## config.mk

```make
export PLATFORM = sky130hd
export DESIGN_NAME = mac_unit
export DESIGN_NICKNAME = d
export VERILOG_FILES = /design/src/rtl/mac_pkg.sv /design/src/rtl/mac_ctrl.sv /design/src/rtl/mac_datapath.sv /design/src/rtl/mac_unit.sv
export SDC_FILE = /design/constraint.sdc
export NUM_CORES = 1
export LEC_CHECK = 0
export CORE_ASPECT_RATIO = 0.7
export CORE_MARGIN = 3
export CORE_UTILIZATION = 30
export DETAILED_ROUTE_END_ITERATION = 8
export PLACE_DENSITY_LB_ADDON = 0.25
export SYNTH_ARGS = -nofsm -noshare
export SYNTH_HDL_FRONTEND = slang
export SYNTH_HIERARCHICAL = 1
export SYNTH_SLANG_ARGS = --single-unit
```

## constraint.sdc

```tcl
create_clock -name clk -period 9 [get_ports clk]
set_clock_uncertainty 0.1 [all_clocks]
set_input_delay 1.8 -clock clk [delete_from_list [all_inputs] [get_ports clk]]
set_output_delay 1.8 -clock clk [all_outputs]
set_load 0.02 [all_outputs]
```

## src/rtl/mac_pkg.sv

```systemverilog
package mac_pkg;
  typedef enum logic [1:0] {
    MODE_NONE  = 2'b00,
    MODE_LEFT1 = 2'b01,
    MODE_LEFT4 = 2'b10,
    MODE_RIGHT6 = 2'b11
  } prodModeT;

  typedef struct packed {
    logic loadT;
    logic mulEn;
    logic mulUnsigned;
    logic macEn;
    logic clrEn;
  } strobeT;
endpackage

```

## src/rtl/mac_ctrl.sv

```systemverilog
module mac_ctrl
  import mac_pkg::*;
(
  input  logic   loadStrobe,
  input  logic   mulStrobe,
  input  logic   unsignedMode,
  input  logic   macStrobe,
  input  logic   clearStrobe,
  output strobeT strobes
);
  // Clear overrides the multiply and accumulate paths; operand load is independent.
  always_comb begin
    strobes.loadT       = loadStrobe;
    strobes.clrEn       = clearStrobe;
    strobes.mulEn       = mulStrobe & ~clearStrobe;
    strobes.mulUnsigned = unsignedMode;
    strobes.macEn       = macStrobe & ~clearStrobe;
  end
endmodule

```

## src/rtl/mac_datapath.sv

```systemverilog
module mac_datapath
  import mac_pkg::*;
#(
  parameter int DATA_W  = 16,
  parameter int SHIFT_A = 1,
  parameter int SHIFT_B = 4,
  parameter int SHIFT_C = 6,
  localparam int PROD_W = 2 * DATA_W,
  localparam int EXT_W  = DATA_W + 1
) (
  input  logic              clk,
  input  logic              rstN,
  input  strobeT            strobes,
  input  logic [DATA_W-1:0] loadData,
  input  logic [DATA_W-1:0] mulOperand,
  input  logic [1:0]        prodMode,
  output logic [DATA_W-1:0] tReg,
  output logic [PROD_W-1:0] pReg,
  output logic [PROD_W-1:0] shiftedP,
  output logic [PROD_W-1:0] acc
);
  logic signed [EXT_W-1:0]     extT;
  logic signed [EXT_W-1:0]     extOp;
  logic signed [2*EXT_W-1:0]   fullProd;
  logic [PROD_W-1:0]           prodNext;
  logic [PROD_W-1:0]           shiftOpts [4];

  // One extra bit per operand lets a single signed multiplier serve both modes.
  always_comb begin
    extT     = {(~strobes.mulUnsigned) & tReg[DATA_W-1], tReg};
    extOp    = {(~strobes.mulUnsigned) & mulOperand[DATA_W-1], mulOperand};
    fullProd = extT * extOp;
    prodNext = fullProd[PROD_W-1:0];
  end

  localparam int SHIFT_AMT [4] = '{0, SHIFT_A, SHIFT_B, SHIFT_C};

  for (genvar m = 0; m < 4; m++) begin : g_shift
    if (m == 3) begin : g_right
      assign shiftOpts[m] = $unsigned($signed(pReg) >>> SHIFT_AMT[m]);
    end else begin : g_left
      assign shiftOpts[m] = pReg << SHIFT_AMT[m];
    end
  end

  assign shiftedP = shiftOpts[prodMode];

  always_ff @(posedge clk or negedge rstN) begin
    if (!rstN) begin
      tReg <= '0;
      pReg <= '0;
      acc  <= '0;
    end else begin
      if (strobes.loadT) tReg <= loadData;
      if (strobes.clrEn) begin
        pReg <= '0;
        acc  <= '0;
      end else begin
        if (strobes.mulEn) pReg <= prodNext;
        if (strobes.macEn) acc  <= acc + shiftedP;
      end
    end
  end
endmodule

```

## src/rtl/mac_unit.sv

```systemverilog
module mac_unit
  import mac_pkg::*;
(
  input  logic        clk,
  input  logic        rstN,
  input  logic        loadStrobe,
  input  logic [15:0] loadData,
  input  logic        mulStrobe,
  input  logic [15:0] mulOperand,
  input  logic        unsignedMode,
  input  logic        macStrobe,
  input  logic        clearStrobe,
  input  logic [1:0]  prodMode,
  output logic [15:0] tReg,
  output logic [31:0] pReg,
  output logic [31:0] shiftedP,
  output logic [31:0] acc
);
  strobeT strobes;

  mac_ctrl u_ctrl (
    .loadStrobe  (loadStrobe),
    .mulStrobe   (mulStrobe),
    .unsignedMode(unsignedMode),
    .macStrobe   (macStrobe),
    .clearStrobe (clearStrobe),
    .strobes     (strobes)
  );

  mac_datapath #(.DATA_W(16)) u_dp (
    .clk       (clk),
    .rstN      (rstN),
    .strobes   (strobes),
    .loadData  (loadData),
    .mulOperand(mulOperand),
    .prodMode  (prodMode),
    .tReg      (tReg),
    .pReg      (pReg),
    .shiftedP  (shiftedP),
    .acc       (acc)
  );
endmodule

```

== After elaboration in Yosys (flattened, before gate mapping) ==
Cells that the tools add are included.

* Register bits after elaboration: 80
* Bits in latches: 0
* RAM bits: 0
* Bits in read-only memories: 0
* Output and inout port bits: 112
* Memories kept: 0

* $add $sub $neg: 1
* $mul: 1
* Div/mod/pow operators: 0
* Order comparisons: 1
* Equality and inequality tests: 0
* Shift-type cells: 0
* Mux-type cells: 7
* Bitwise logic cells: 7
* Reductions and logical operators: 2

{| class="wikitable"
|+ Operator list
! cell !! count
|-
| 2-to-1 mux 32 bit || 6
|-
| binary-select mux 32 bit (select 2 bit) || 1
|-
| adder 32 bit || 1
|-
| multiplier 17 x 17 -> 32 bit || 1
|-
| AND 1 bit || 4
|-
| nonzero test 2 bit || 2
|-
| >= comparator 3 bit, second input constant || 1
|-
| NOT 2 -> 3 bit || 1
|-
| NOT 1 bit || 2
|}

== Depth between registers and ports, before layout ==
* Word-level depth: 7
* Mapped depth: 27

== Hierarchy ==
Netlist, hierarchy kept.

{| class="wikitable"
|+ Modules (own cells, without submodules)
! module !! times used !! cells an instance !! area each (µm²)
|-
| mac_datapath || 1 || 1,682 || 15,901.5
|-
| mac_ctrl || 1 || 5 || 35.0
|}

== Worst setup path before layout ==
No wires, ideal clock.

* Path kind: input -> register
* Start point: input mulOperand[9]
* End point: register u_dp.pReg[30]
* Setup time: 139 ps
* Arrival time: 7,690 ps
* Setup slack: 1,071 ps
* Stages on the path: 23
* Buffers on the path: 3
* Cells stage by stage: clkbuf_1 > clkbuf_1 > nand2_1 > fa_1 > inv_1 > fa_1 > inv_1 > fa_1 > inv_1 > fa_1 > fa_1 > inv_1 > fa_1 > inv_1 > ha_1 > and4_1 > o311ai_1 > and3_1 > buf_6 > o311a_1 > o31ai_1 > a2111oi_0 > or4_1

* Cells in the longest elaborated chain, start to end: 3

{| class="wikitable"
|+ Ends and longest elaborated chain
! element !! RTL line !! text
|-
| start, declared || mac_unit.sv:9 || <nowiki>input logic [15:0] mulOperand,</nowiki>
|-
| multiplier 17 x 17 -> 32 bit || mac_datapath.sv:32 || <nowiki>fullProd = extT * extOp;</nowiki>
|-
| 2-to-1 mux 32 bit || mac_datapath.sv:59 || <nowiki>if (strobes.mulEn) pReg <= prodNext;</nowiki>
|-
| 2-to-1 mux 32 bit || mac_datapath.sv:55 || <nowiki>if (strobes.clrEn) begin</nowiki>
|-
| end signal, assigned || mac_datapath.sv:59 ||
|-
| end, declared || mac_datapath.sv:18 || <nowiki>output logic [PROD_W-1:0] pReg,</nowiki>
|}

No other way between the ends. The select of a mux whose other input is x is not followed.
A chain may end at the register's enable or synchronous reset.

== Worst setup path after layout ==
* Start point: input mulOperand[6]
* End point: register u_dp.pReg[30]

The elaborated chain is that of the path after synthesis.

==> summary.md <==
| Metric | Value |
|---|---|
| Mapped Nets | `2124` |
| Number of synthesized flops with an enable pin | `0` |
| Routed len/inst | `18.2 um` |
| Clk Latency, worst-skew pair | `0.38 ns` |
| Die ar. | `56000 um^2` |
| Status | `completed` |
| Die H | `199 um` |
| Final setup vio count | `0` |
| Vias per cell | `4.86` |
| Starting Density | `30.9%` |
| DRT antenna net count | `0` |
| Reported max-cap violation count | `0` |
| Hold Crit Class | `flip-flop to flip-flop` |
| Grt total ovfl | `0` |
| Commonest cells after routing, fill and taps aside | `inv_1 (321), fa_1 (283), nand2_1 (178)` |
| Fin. Hold Viols | `0` |
| Syn_area_per_cell | `9.45 um^2` |
| Hold buffer count at cts | `0` |
| Top Usage Layer GRT | `met2` |
| Peak Freq | `118 MHz` |
| Worst path most repeated cell | `fa_1` |
| Crit path buf inv count | `7` |
| CP max-delay cell | `clkdlybuf4s50_1` |
| Top-area cell type share of the netlist area | `35.5%` |
| RSZ-0062 raised after global routing | `false` |
| Startpoint types | `input port` |
| CTS tree | `yes` |
| Core Area | `51600 um^2` |
| First-pass GRT wire length | `73800 um` |
| M3 GR Usage | `2.57%` |
| Post-synthesis cell area | `15900 um^2` |
| Worst-case clock buffer depth | `2` |
| Final GP Congestion | `0.874` |
| Worst-path clk slew | `0.07 ns` |
| Gr usage total | `16.9%` |
| Port Buf Inserts | `152` |
| # IOs | `153` |
| Synth Instances | `1687` |
| DR iter-0 viols | `667` |
| Synth cell types | `66` |
| Setup Fix Bufs, Post-CTS | `0` |
| Row cnt | `69` |
| CTS buffer count | `9` |
| Final Max Slew Viols | `0` |
| CP Data Arrival Time | `8.64 ns` |
| Crit-path cells | `clkdlybuf4s50_1 -> buf_4 -> nand2_1 -> fa_1 -> inv_1 -> fa_1 -> inv_1 -> fa_1 -> inv_1 -> fa_1 -> fa_1 -> inv_1 -> fa_1 -> inv_1 -> ha_1 -> and4_1 -> o311ai_1 -> and3_1 -> o311a_1 -> o31ai_1 -> a2111oi_0 -> or4_1` |
| Fin Setup TNS | `0 ns` |
| Share of cells above drive strength 1 | `6.02%` |
| Met1 Use GR | `24.4%` |
| Critical Path RT | `9.15 ns` |
| Post-Route WL | `45400 um` |
| Synth warn | `6` |
| Slew headroom | `32.2%` |
| Worst-Margin Slew | `1.01 ns` |
| Number of remaining DRC errors | `0` |
| Predominant post-synthesis flop cell | `dfrtp_1` |
| Sequential area share after synthesis | `12.6%` |
| Fillers | `5238` |
| DP Wirelength | `37200 um` |
| CP Class | `input port to flip-flop` |
| H-Tree Depth | `3` |
| Vias in the first global route | `13000` |
| Critical Path Max Stage Delay | `0.82 ns` |
| Root buffer cell | `clkbuf_16` |
| Yosys top cell by area | `fa_1` |
| Via count | `12100` |
| Yosys reg bits | `80` |
| Post-synth ARST share | `100%` |
| Critical path's top delay family | `adder cells` |
| Drt pass-1 iters | `5` |
| Met2 usage | `27.5%` |
| Dominant cells by area after synthesis | `fa_1 (36%), dfrtp_1 (13%), ha_1 (8.9%)` |
| Die width | `281 um` |
| Initial antenna violation count | `1` |
| P&R area growth vs syn | `16.2%` |
| Post_cts resized | `0` |
| Sink Count | `80` |
| Final worst path period share | `94.4%` |
| Commonest non-fill, non-tap cell in the layout | `inv_1` |
| CP max FO | `12` |
| Nets | `2243` |
| Final Critical Period | `8.49 ns` |
| Largest net degree at the start of global routing | `70` |
| CP endpoint kind | `flip-flop` |
metal layers:
metal	up-vias	wire length (um)
li1	5536	-
met1	6276	21700
met2	249	21200
met3	34	1920
met4	0	497
met5	-	0
registers in the layout (all words and copies together) (netlist names):
register	flops
u_dp/acc	32
u_dp/pReg	32
u_dp/tReg	16
kinds of logic after synthesis:
logic type	after synthesis	synth area share, %
fa+ha+maj	396	44.4
simple gates	490	15.0
flops	80	12.6
xor+xnor	59	3.24
compound gates	183	7.71
buf+inv	393	9.40
mux	86	7.65
worst paths after layout:
kind	start	to	slack, ns	cells after the start
setup / recovery	mulOperand[6]	u_dp/pReg[30]	0.51	22
max in group asynchronous	rstN	u_dp/acc[24]	6.41	2
setup reg to reg	u_dp/tReg[11]	u_dp/pReg[30]	1.90	20
hold / removal	u_dp/acc[26]	u_dp/acc[26]	0.45	2
min in group asynchronous	rstN	u_dp/tReg[10]	1.17	1
hold reg to reg	u_dp/acc[26]	u_dp/acc[26]	0.45	2
worst reg2reg max path, cell delays in order, from the launching register on:
cell and delay [ns]:
dfrtp_1 0.94, nand2_1 0.20, fa_1 0.56, inv_1 0.06
fa_1 0.53, inv_1 0.05, fa_1 0.49, inv_1 0.05
fa_1 0.48, fa_1 0.52, inv_1 0.05, fa_1 0.47
inv_1 0.04, ha_1 0.37, and4_1 0.29, o311ai_1 0.11
and3_1 0.24, o311a_1 0.39, o31ai_1 0.33, a2111oi_0 0.15
or4_1 0.56
cell usage after synthesis, drive strengths merged (14+ instances only):
| cell | number |
|---|---|
| a21o | 22 |
| a21oi | 49 |
| and2 | 134 |
| clkbuf | 62 |
| dfrtp | 80 |
| fa | 283 |
| ha | 113 |
| inv | 321 |
| mux2 | 17 |
| mux2i | 42 |
| mux4 | 27 |
| nand2 | 178 |
| nand2b | 18 |
| nand3 | 14 |
| nor2 | 88 |
| o21ai | 32 |
| xnor2 | 43 |
| xor2 | 16 |
per-stage QoR:
stage,utilization (%),cell area (um^2),hold slack (ns),cells,setup slack (ns)
finish,35.9,18500,0.447,2488,0.508
global route,35.9,18500,0.485,2485,0.236
CTS,35.9,18500,0.434,2485,0.598
detailed placement,35.3,18200,0.416,2469,0.202
global placement,35.3,18200,0.400,2469,0.299
floorplan,-,15900,0.511,1687,1.07
layout make-up:
class                           instances  area, um^2  area share, %
Inverter                              321        1200           6.51
Tap cell                              674         843           4.55
Timing Repair Buffer                  180        1710           9.25
Sequential cell                        80        2000           10.8
Antenna cell                            3        7.51         0.0405
Clock buffer                           10         229           1.24
Clock inverter                          6        68.8          0.372
Multi-Input combinational cell       1214       12500           67.2
Power is left out: the tool's default activity adds up to more than one toggle a clock period on the data nets, which glitch-free logic cannot reach.
